### config.mk
export PLATFORM = sky130hd
export DESIGN_NAME = retire_queue
export DESIGN_NICKNAME = d
export VERILOG_FILES = /design/src/rtl/rq_slot_norm.sv /design/src/rtl/rq_entry_store.sv /design/src/rtl/rq_retire_walk.sv /design/src/rtl/retire_queue.sv
export SDC_FILE = /design/constraint.sdc
export NUM_CORES = 1
export LEC_CHECK = 0
export ABC_AREA = 1
export ABC_CLOCK_PERIOD_IN_PS = 11500
export BUFFER_PORTS_ARGS = -buffer_cell sky130_fd_sc_hd__buf_2
export CAP_MARGIN = 10
export CORE_MARGIN = 4
export CORE_UTILIZATION = 46
export DETAILED_ROUTE_END_ITERATION = 8
export SYNTH_ARGS = -nofsm -noshare
export SYNTH_HDL_FRONTEND = slang
export SYNTH_SLANG_ARGS = --single-unit
### constraint.sdc
create_clock -name clk -period 11.5 [get_ports clk]
set_input_delay 1.725 -clock clk [delete_from_list [all_inputs] [get_ports clk]]
set_output_delay 1.725 -clock clk [all_outputs]
set_load 0.1 [all_outputs]
### src/rtl/rq_slot_norm.sv
// rq_slot_norm: turns a micro-op count into the number of ring slots it uses.
// Assumes DEPTH >= 1; a zero count still needs one slot, counts above DEPTH use DEPTH.
module rq_slot_norm #(
    parameter int DEPTH = 16,
    parameter int UOP_W = 5,
    parameter int CNT_W = $clog2(DEPTH + 1)
) (
    input  logic [UOP_W-1:0] uops,
    output logic [CNT_W-1:0] slots
);
    // Clamp the count into the range 1..DEPTH.
    always_comb begin
        if (uops == '0)
            slots = CNT_W'(1);
        else if (int'(uops) > DEPTH)
            slots = CNT_W'(DEPTH);
        else
            slots = CNT_W'(int'(uops));
    end
endmodule

### src/rtl/rq_entry_store.sv
// rq_entry_store: per-slot tag, slot count and done flag. Only the start slot of an
// entry has meaning. Assumes execution reports only live entries that are not yet done.
module rq_entry_store #(
    parameter int DEPTH = 16,
    parameter int TAG_W = 8,
    parameter int PTR_W = $clog2(DEPTH),
    parameter int CNT_W = $clog2(DEPTH + 1)
) (
    input  logic             clk,
    input  logic             rst_n,
    input  logic             wr_en,
    input  logic [PTR_W-1:0] wr_ptr,
    input  logic [TAG_W-1:0] wr_tag,
    input  logic [CNT_W-1:0] wr_slots,
    input  logic             ex_en,
    input  logic [PTR_W-1:0] ex_ptr,
    output logic [TAG_W-1:0] tag_q   [DEPTH],
    output logic [CNT_W-1:0] slots_q [DEPTH],
    output logic             done_q  [DEPTH]
);
    // Write a new entry at its start slot, or set its done flag.
    always_ff @(posedge clk) begin
        if (!rst_n) begin
            for (int i = 0; i < DEPTH; i++) begin
                tag_q[i]   <= '0;
                slots_q[i] <= CNT_W'(1);
                done_q[i]  <= 1'b0;
            end
        end else begin
            if (ex_en)
                done_q[ex_ptr] <= 1'b1;
            if (wr_en) begin
                tag_q[wr_ptr]   <= wr_tag;
                slots_q[wr_ptr] <= wr_slots;
                done_q[wr_ptr]  <= 1'b0;
            end
        end
    end

    // a notification must name an entry that is not yet done
    assert_exec_fresh_R5: assert property (@(posedge clk) disable iff (!rst_n)
        ex_en |-> !done_q[ex_ptr]);
endmodule

### src/rtl/rq_retire_walk.sv
// rq_retire_walk: finds the entries that retire this cycle by walking from the head.
// It stops at an entry that is not done, when the live slots run out, or at the limit.
// Assumes used <= DEPTH and that head points at the start of a live entry when used > 0.
module rq_retire_walk #(
    parameter int DEPTH      = 16,
    parameter int TAG_W      = 8,
    parameter int MAX_RETIRE = 4,
    parameter int PTR_W      = $clog2(DEPTH),
    parameter int CNT_W      = $clog2(DEPTH + 1),
    parameter int LIM_W      = $clog2(MAX_RETIRE + 1)
) (
    input  logic [PTR_W-1:0]  head,
    input  logic [CNT_W-1:0]  used,
    input  logic [LIM_W-1:0]  limit,
    input  logic [TAG_W-1:0]  tag_q   [DEPTH],
    input  logic [CNT_W-1:0]  slots_q [DEPTH],
    input  logic              done_q  [DEPTH],
    output logic [MAX_RETIRE-1:0]       lane_valid,
    output logic [MAX_RETIRE*TAG_W-1:0] lane_tag,
    output logic [CNT_W-1:0]  freed
);
    int p;
    int left;
    int sum;
    int n;
    int cap;
    logic go;

    // Walk the lanes in order; each lane takes the next entry if it may retire.
    always_comb begin
        p    = int'(head);
        left = int'(used);
        sum  = 0;
        n    = 0;
        go   = 1'b1;
        cap  = (limit == '0) ? MAX_RETIRE : int'(limit);
        lane_valid = '0;
        lane_tag   = '0;
        for (int i = 0; i < MAX_RETIRE; i++) begin
            lane_tag[i*TAG_W +: TAG_W] = tag_q[PTR_W'(p)];
            if (go && left > 0 && i < cap && done_q[PTR_W'(p)]) begin
                lane_valid[i] = 1'b1;
                n    = int'(slots_q[PTR_W'(p)]);
                sum  = sum + n;
                left = left - n;
                p    = p + n;
                if (p >= DEPTH)
                    p = p - DEPTH;
            end else begin
                go = 1'b0;
            end
        end
        freed = CNT_W'(sum);
    end
endmodule

### src/rtl/retire_queue.sv
// retire_queue: ring of DEPTH slots that holds instructions in program order. Each
// instruction takes a variable number of slots and retires in order, up to a limit.
// Assumes exec_token names a live entry that is not yet done. Dispatch waits for
// disp_ready; a request made while it is low is simply ignored.
module retire_queue #(
    parameter int DEPTH      = 16,
    parameter int TAG_W      = 8,
    parameter int UOP_W      = 5,
    parameter int MAX_RETIRE = 4,
    parameter int PTR_W      = $clog2(DEPTH),
    parameter int CNT_W      = $clog2(DEPTH + 1),
    parameter int LIM_W      = $clog2(MAX_RETIRE + 1)
) (
    input  logic                        clk,
    input  logic                        rst_n,
    input  logic                        disp_valid,
    input  logic [TAG_W-1:0]            disp_tag,
    input  logic [UOP_W-1:0]            disp_uops,
    output logic                        disp_ready,
    output logic [PTR_W-1:0]            disp_token,
    input  logic                        exec_valid,
    input  logic [PTR_W-1:0]            exec_token,
    input  logic [LIM_W-1:0]            retire_limit,
    output logic [MAX_RETIRE-1:0]       ret_valid,
    output logic [MAX_RETIRE*TAG_W-1:0] ret_tag,
    output logic [CNT_W-1:0]            free_slots
);
    logic [PTR_W-1:0] head_q, tail_q;
    logic [CNT_W-1:0] avail_q;
    logic [CNT_W-1:0] need;
    logic [CNT_W-1:0] freed;
    logic             take;
    logic [PTR_W-1:0] tail_n, head_n;
    logic [TAG_W-1:0] tag_q   [DEPTH];
    logic [CNT_W-1:0] slots_q [DEPTH];
    logic             done_q  [DEPTH];

    rq_slot_norm #(.DEPTH(DEPTH), .UOP_W(UOP_W), .CNT_W(CNT_W)) u_norm (
        .uops (disp_uops),
        .slots(need)
    );

    rq_entry_store #(.DEPTH(DEPTH), .TAG_W(TAG_W), .PTR_W(PTR_W), .CNT_W(CNT_W)) u_store (
        .clk     (clk),
        .rst_n   (rst_n),
        .wr_en   (take),
        .wr_ptr  (tail_q),
        .wr_tag  (disp_tag),
        .wr_slots(need),
        .ex_en   (exec_valid),
        .ex_ptr  (exec_token),
        .tag_q   (tag_q),
        .slots_q (slots_q),
        .done_q  (done_q)
    );

    rq_retire_walk #(.DEPTH(DEPTH), .TAG_W(TAG_W), .MAX_RETIRE(MAX_RETIRE),
                     .PTR_W(PTR_W), .CNT_W(CNT_W), .LIM_W(LIM_W)) u_walk (
        .head      (head_q),
        .used      (CNT_W'(DEPTH) - avail_q),
        .limit     (retire_limit),
        .tag_q     (tag_q),
        .slots_q   (slots_q),
        .done_q    (done_q),
        .lane_valid(ret_valid),
        .lane_tag  (ret_tag),
        .freed     (freed)
    );

    // Check capacity against the count held at the start of the cycle.
    always_comb begin
        disp_ready = (avail_q >= need);
        take       = disp_valid && disp_ready;
        disp_token = tail_q;
        free_slots = avail_q;
    end

    // Move both pointers forward with wrap-around modulo DEPTH.
    always_comb begin
        if (int'(tail_q) + int'(need) >= DEPTH)
            tail_n = PTR_W'(int'(tail_q) + int'(need) - DEPTH);
        else
            tail_n = PTR_W'(int'(tail_q) + int'(need));
        if (int'(head_q) + int'(freed) >= DEPTH)
            head_n = PTR_W'(int'(head_q) + int'(freed) - DEPTH);
        else
            head_n = PTR_W'(int'(head_q) + int'(freed));
    end

    // Update the pointers and the free count: old + freed - reserved.
    always_ff @(posedge clk) begin
        if (!rst_n) begin
            head_q  <= '0;
            tail_q  <= '0;
            avail_q <= CNT_W'(DEPTH);
        end else begin
            head_q  <= head_n;
            if (take)
                tail_q <= tail_n;
            avail_q <= avail_q + freed - (take ? need : CNT_W'(0));
        end
    end

    // the free count never goes past the ring size
    assert_free_bound_R8: assert property (@(posedge clk) disable iff (!rst_n)
        free_slots <= CNT_W'(DEPTH));

    // a refused request with no retirement leaves the count and the token alone
    assert_hold_refused_R4: assert property (@(posedge clk) disable iff (!rst_n)
        (disp_valid && !disp_ready && ret_valid == '0) |=> ($stable(free_slots) && $stable(disp_token)));

    // an empty ring retires nothing
    assert_empty_quiet_R5: assert property (@(posedge clk) disable iff (!rst_n)
        (free_slots == CNT_W'(DEPTH)) |-> (ret_valid == '0));

    // a nonzero limit caps the lanes used in a cycle
    assert_limit_cap_R6: assert property (@(posedge clk) disable iff (!rst_n)
        (retire_limit != '0) |-> ($countones(ret_valid) <= int'(retire_limit)));

    // valid lanes form a prefix
    generate
        for (genvar g = 1; g < MAX_RETIRE; g++) begin : g_prefix
            assert_lane_prefix_R9: assert property (@(posedge clk) disable iff (!rst_n)
                ret_valid[g] |-> ret_valid[g-1]);
        end
    endgenerate
endmodule

==> impl_metrics.env, run 1 <==
export IMPL_timing_critical_path_slowest_cell_delay_ns=0.58
export IMPL_part_of_the_yosys_area_used_for_sequential_elements_pct=24.1
export IMPL_cts_inserted_buffers=30
export IMPL_gpl_final_weighted_congestion=1.02
export IMPL_vias_post_dr=23964
export IMPL_post_synth_top_area_fraction_pct=24.1
export IMPL_final_cell_mix="551 x sky130_fd_sc_hd__o21ai_0, 444 x sky130_fd_sc_hd__nor2_1, 413 x sky130_fd_sc_hd__nand2_1"
export IMPL_dp_hpwl_um=64200
export IMPL_route_detailed_drc=0
export IMPL_clock_power_share_pct=24.2
export IMPL_timing_hold_violations_final=0
export IMPL_dp_cells=3671
export IMPL_synth_cell_area_um2=19700
export IMPL_grt_pass1_wl_um=140000
export IMPL_fp_row_count=75
export IMPL_ws_path_type="reg2out"
export IMPL_ys_warn_count=0
export IMPL_antenna_found_initial=3
export IMPL_power_share_sequential_pct=23.0
export IMPL_grt_residual_overflow=0
export IMPL_setup_violations_final=0
export IMPL_coreArea_um2=42100
export IMPL_final_common_cell="sky130_fd_sc_hd__o21ai_0"
export IMPL_end_kind="output port"
export IMPL_timing_critical_path_mode_cell="sky130_fd_sc_hd__nand2_1"
export IMPL_syn_instance_count=3226
export IMPL_cts_hold_fix_buffers=0
export IMPL_maxSlewViolCount=0
export IMPL_drt_initial_drc_count=3412
export IMPL_ant_nets=0
export IMPL_fin_setup_tns_ns=0
export IMPL_power_density_nw_per_um2=184
export IMPL_pwr_share_comb_pct=52.8
export IMPL_hold_class="reg2reg"
export IMPL_p_leak_nw=8.86
export IMPL_floorplan_initialDensity_pct=46.7
export IMPL_cts_tree="built"
export IMPL_synth_top_cells_by_area="sky130_fd_sc_hd__dfxtp_1 24%, sky130_fd_sc_hd__o21ai_0 14%, sky130_fd_sc_hd__nor2_1 8.5%, sky130_fd_sc_hd__nand2_1 7.9%, sky130_fd_sc_hd__a21oi_1 7.4%"
export IMPL_syn_mean_instance_area_um2=6.10
export IMPL_cts_sink_count=237
export IMPL_flow_area_growth_from_synthesis_pct=9.64
export IMPL_clock_tree_root_cell="sky130_fd_sc_hd__clkbuf_16"
export IMPL_via_per_inst=6.42
export IMPL_io_pins=70
export IMPL_globalRouteTotalUtil_pct=38.8
export IMPL_port_buffer_count=69
export IMPL_clk_transition_reported_paths_ns=0.06
export IMPL_run_status="completed"
export IMPL_skew_ns=0.0313
export IMPL_use_met2_pct=62.7
export IMPL_synthArstFlopShare_pct=0
export IMPL_clockBufferDepth=3
export IMPL_grt_most_used_layer="met2"
export IMPL_dieArea_um2=46200
export IMPL_height_of_the_chip_um=215
export IMPL_start_kind="flop"
export IMPL_postSynthNetCount=3317
export IMPL_worst_pin_slew_ns=1.25
export IMPL_net_switching_component_of_the_power_mw=1.96
export IMPL_grtUsageMet1_pct=48.7
export IMPL_wirelength_um=94800
export IMPL_ir_drop_uv=163
export IMPL_post_route_period_util_pct=94.3
export IMPL_cellInternalPower_mw=2.00
export IMPL_grt_met3_usage_pct=7.40
export IMPL_max_clock_freq_mhz=92.2
export IMPL_die_width_um=215
export IMPL_switching_share_pct=49.6
export IMPL_h_tree_depth=1
export IMPL_critPathSlowestCell="sky130_fd_sc_hd__buf_4"
export IMPL_slew_limit_headroom_pct=16.6
export IMPL_final_period_minus_worst_setup_slack_ns=10.85
export IMPL_insertion_delay_ns=0.62
export IMPL_synth_largest_area_cell="sky130_fd_sc_hd__dfxtp_1"
export IMPL_layout_cells_non_filler=3733
export IMPL_nets=3263
export IMPL_critical_path_max_fanout=49
export IMPL_yosysUniqueCellTypes=49
export IMPL_first_global_vias=22275
export IMPL_drive_above_1_share_pct=9.11
export IMPL_num_antenna_cells=0
export IMPL_worst_endpoint_arrival_ns=9.12
export IMPL_grt_max_degree=117
export IMPL_crit_required_ns=9.78
export IMPL_ys_seq_elements=237
export IMPL_synth_edff_count=0
export IMPL_synth_top_flop_cell="sky130_fd_sc_hd__dfxtp_1"
export IMPL_route_detailed_wl_per_inst_um=25.4
export IMPL_max_capacitance_violation_total=0
export IMPL_dr_pass1_iters=9
## power by group through the flow
stage                     Combinational (mW)  Sequential [mW]  Clock, mW
after floorplan                         1.47            0.974          0
after global placement                  2.02            0.926          0
after detailed placement                2.04            0.927          0
after CTS                               2.05            0.910      0.962
after global routing                    2.27            0.917       1.00
final                                   2.09            0.912      0.959
## repair_timing
action,CTS,global route
setup endpoints to repair,0,10
hold endpoints to repair,0,0
gates resized for setup,0,19
setup buffers,0,5
## Yosys cell counts, types with 4 or more instances
library cell / n
sky130_fd_sc_hd__nand2_1: 415
sky130_fd_sc_hd__o311ai_0: 15
sky130_fd_sc_hd__nand3_1: 264
sky130_fd_sc_hd__buf_2: 31
sky130_fd_sc_hd__nand2_2: 17
sky130_fd_sc_hd__or2_2: 4
sky130_fd_sc_hd__o22ai_1: 93
sky130_fd_sc_hd__nor2_1: 444
sky130_fd_sc_hd__nand3_2: 17
sky130_fd_sc_hd__buf_4: 13
sky130_fd_sc_hd__a22oi_1: 4
sky130_fd_sc_hd__buf_1: 12
sky130_fd_sc_hd__o221ai_1: 67
sky130_fd_sc_hd__clkbuf_1: 172
sky130_fd_sc_hd__a211oi_1: 19
sky130_fd_sc_hd__nor3_1: 12
sky130_fd_sc_hd__a21oi_1: 290
sky130_fd_sc_hd__buf_6: 13
sky130_fd_sc_hd__dfxtp_1: 237
sky130_fd_sc_hd__fa_1: 13
sky130_fd_sc_hd__o21ai_1: 30
sky130_fd_sc_hd__inv_2: 16
sky130_fd_sc_hd__ha_1: 54
sky130_fd_sc_hd__o21ai_0: 553
sky130_fd_sc_hd__nand4_1: 13
sky130_fd_sc_hd__nor2_2: 5
sky130_fd_sc_hd__xnor2_1: 11
sky130_fd_sc_hd__o211ai_1: 26
sky130_fd_sc_hd__xor2_1: 17
sky130_fd_sc_hd__o21ai_2: 7
sky130_fd_sc_hd__inv_1: 305
## per-layer routing
metal  share of wire, %  vias up
met5              0.027        -
li1                   -    10923
met3                 10      376
met2                 44     1536
met1                 39    11125
met4                6.6        4
## flip-flops by register name, summed over array words and instances, names as in the netlist
register	cells
u_store.tag_q	128
disp_token	4
head_q	4
free_slots	5
u_store.slots_q	80
u_store.done_q	16
## cells by family (layout without fill, tap and decap cells)
family | Yosys count | in the layout | synth area share, %
AOI/OAI and AO/OA | 1123 | 1124 | 31.9
xor gates and xnor gates | 28 | 28 | 1.25
adders and majority gates | 67 | 67 | 4.76
buffers and inverters | 568 | 534 | 11.9
DFF | 237 | 237 | 24.1
and+or+nand+nor | 1203 | 1204 | 26.1
## critical path: cells and delay by family (launching register included)
family	cells	cell delay, ns
flops	1	0.33
simple gates	17	2.09
buf+inv	10	2.30
fa+ha+maj	4	1.47
compound gates	9	2.24
## per-stage QoR
stage	instance area [µm²]	setup slack (ns)	hold WS (ns)	total power, mW	util (%)
global route	21600	-0.00398	0.489	4.19	51.2
floorplan	19700	0.815	0.443	2.44	-
global placement	20400	0.424	0.452	2.95	48.5
detailed placement	20400	0.383	0.459	2.97	48.5
finish	21600	0.653	0.472	3.96	51.2
CTS	21400	0.319	0.472	3.92	50.8
## path summary, 6_finish.rpt
path | from | end | slack, ns | depth (start not counted)
setup / recovery | head_q[1]$_SDFF_PN0_ | ret_tag[24] | 0.65 | 40
hold / removal | u_store.slots_q[0]$_SDFFE_PN1P_ | u_store.slots_q[0]$_SDFFE_PN1P_ | 0.47 | 2
setup reg to reg | head_q[1]$_SDFF_PN0_ | free_slots[4]$_SDFF_PN1_ | 0.70 | 52
hold reg to reg | u_store.slots_q[0]$_SDFFE_PN1P_ | u_store.slots_q[0]$_SDFFE_PN1P_ | 0.47 | 2
## final cells by class
class	count	area (µm²)
fill	4453	20600
multi-input combinational	2423	12700
sequential	237	4750
inverter	325	1230
timing repair buffer	155	1220
clock buffer	45	887
tap	539	674
clock inverter	9	106
Power figures use the tool's default switching activity.
==> run 2: changes to the inputs <==
Settings changed: PLACE_DENSITY set to 0.68.
==> run 2 against run 1 <==
Cell area about the same. Clock-buffer cell count fell by 6. Sequential power is essentially flat. Global-route usage is 0.58 points lower. Fmax down 0.37%. First-iteration DRC count is 16% higher. Sequential cell count stayed put.
==> impl_metrics.env, run 2 (same netlist as run 1, synthesis figures left out) <==
export IMPL_height_of_the_chip_um=215
export IMPL_io_pins=70
export IMPL_power_density_nw_per_um2=184
export IMPL_max_reg_flops=128
export IMPL_antenna_found_initial=2
export IMPL_floorplan_initialDensity_pct=46.7
export IMPL_dieArea_um2=46200
export IMPL_cts_inserted_buffers=28
export IMPL_critPathSlowestCell="sky130_fd_sc_hd__fa_1"
export IMPL_use_met2_pct=60.5
export IMPL_final_cell_mix="552 x sky130_fd_sc_hd__o21ai_0, 444 x sky130_fd_sc_hd__nor2_1, 414 x sky130_fd_sc_hd__nand2_1"
export IMPL_max_capacitance_violation_total=0
export IMPL_place_area_um2=20500
export IMPL_final_common_cell="sky130_fd_sc_hd__o21ai_0"
export IMPL_hold_class="reg2reg"
export IMPL_coreArea_um2=42100
export IMPL_pre_cts_ws_ns=0.534
export IMPL_switching_share_pct=49.4
export IMPL_top_register="u_store.tag_q"
export IMPL_run_status="completed"
export IMPL_clk_transition_reported_paths_ns=0.06
export IMPL_clock_tree_root_cell="sky130_fd_sc_hd__clkbuf_16"
export IMPL_layout_top_registers="u_store.tag_q x128, u_store.slots_q x80, u_store.done_q x16"
export IMPL_final_setup_worst_slack_ns=0.612
export IMPL_end_kind="output port"
export IMPL_nets=3271
export IMPL_timing_hold_violations_final=0
export IMPL_setup_violations_final=0
export IMPL_clockBufferDepth=3
export IMPL_worst_pin_slew_ns=1.14
export IMPL_first_global_vias=22225
export IMPL_route_detailed_wl_per_inst_um=24.8
export IMPL_fp_row_count=75
export IMPL_cts_sink_count=237
export IMPL_slew_limit_headroom_pct=24.2
export IMPL_start_kind="flop"
export IMPL_critical_path_max_fanout=43
export IMPL_ws_path_type="reg2out"
export IMPL_gpl_final_weighted_congestion=1.03
export IMPL_grt_pass1_wl_um=138000
export IMPL_timing_critical_path_mode_cell="sky130_fd_sc_hd__nand2_1"
export IMPL_insertion_delay_ns=0.62
export IMPL_via_per_inst=6.44
export IMPL_vias_post_dr=24077
export IMPL_worst_endpoint_arrival_ns=9.16
export IMPL_multi_input_area_um2=12600
export IMPL_grt_residual_overflow=0
export IMPL_p_leak_nw=8.90
export IMPL_final_period_minus_worst_setup_slack_ns=10.89
export IMPL_grtUsageMet1_pct=49.2
export IMPL_pwr_share_comb_pct=52.6
export IMPL_grt_met3_usage_pct=5.86
export IMPL_port_buffer_count=69
export IMPL_die_width_um=215
export IMPL_crit_required_ns=9.78
export IMPL_h_tree_depth=1
export IMPL_globalRouteTotalUtil_pct=38.2
export IMPL_ir_drop_uv=221
export IMPL_dr_pass1_iters=6
export IMPL_seq_area_um2=4750
export IMPL_timing_critical_path_slowest_cell_delay_ns=0.59
export IMPL_max_clock_freq_mhz=91.8
export IMPL_layout_cells_non_filler=3741
export IMPL_cts_tree="built"
export IMPL_fin_setup_tns_ns=0
export IMPL_post_route_util_pct=51.2
export IMPL_power_share_sequential_pct=23.0
export IMPL_net_switching_component_of_the_power_mw=1.96
export IMPL_timing_hold_ws_ns=0.479
export IMPL_route_detailed_drc=0
export IMPL_drt_initial_drc_count=3952
export IMPL_grt_most_used_layer="met2"
export IMPL_dp_cells=3684
export IMPL_flow_area_growth_from_synthesis_pct=9.57
export IMPL_finalInstanceArea_um2=21600
export IMPL_post_route_period_util_pct=94.7
export IMPL_rsz0062_at_grt="false"
export IMPL_ant_nets=0
export IMPL_drive_above_1_share_pct=9.31
export IMPL_dp_hpwl_um=64400
export IMPL_nFillCells=4323
export IMPL_skew_ns=0.0346
export IMPL_clock_power_share_pct=24.4
export IMPL_cts_hold_fix_buffers=0
export IMPL_wirelength_um=92600
export IMPL_maxSlewViolCount=0
export IMPL_grt_max_degree=112
export IMPL_cellInternalPower_mw=2.01
export IMPL_totalPowerFinal_mw=3.97
[run 2: area by class of cell]
type	count	share of cell area, %
Antenna cell	1	0.0116
Clock buffer	39	3.82
Clock inverter	12	0.783
Inverter	325	5.67
Multi-Input combinational cell	2421	58.6
Sequential cell	237	22.0
Tap cell	539	3.13
Timing Repair Buffer	167	5.90
[run 2: worst max-delay path, delay by kind of cell (launching register included)]
kind	cells	cell delay, ns
buf+inv	11	2.39
xor+xnor	1	0.30
simple gates	14	2.02
flops	1	0.37
compound gates	8	1.75
fa+ha+maj	5	1.69
[run 2: path summary, 6_finish.rpt]
kind                              startpoint  cells past startpoint                               to  slack [ns]
max reg2reg             head_q[0]$_SDFF_PN0_                     52         free_slots[4]$_SDFF_PN1_        0.83
max                     head_q[0]$_SDFF_PN0_                     39                      ret_tag[29]        0.61
min          u_store.slots_q[0]$_SDFFE_PN1P_                      2  u_store.slots_q[0]$_SDFFE_PN1P_        0.48
min reg2reg  u_store.slots_q[0]$_SDFFE_PN1P_                      2  u_store.slots_q[0]$_SDFFE_PN1P_        0.48
[run 2: routing by layer]
layer | part of all wire [%] | vias to the layer above
met2 | 44 | 1627
met5 | 0 | -
li1 | - | 10942
met3 | 9.8 | 367
met1 | 39 | 11141
met4 | 7.6 | 0
[run 2: what timing repair did]
| item | in CTS | in global routing |
|---|---|---|
| gates resized for setup | 0 | 5 |
| buffers inserted | 0 | 5 |
| endpoints found under the setup margin | 0 | 7 |
[run 2: power by group through the flow]
stage                     combinational (mW)  clock, mW  sequential (mW)
final                                   2.09      0.969            0.913
after global routing                    2.27       1.01            0.917
after CTS                               2.05      0.971            0.911
after detailed placement                2.04          0            0.928
after global placement                  2.02          0            0.928
after floorplan                         1.47          0            0.974
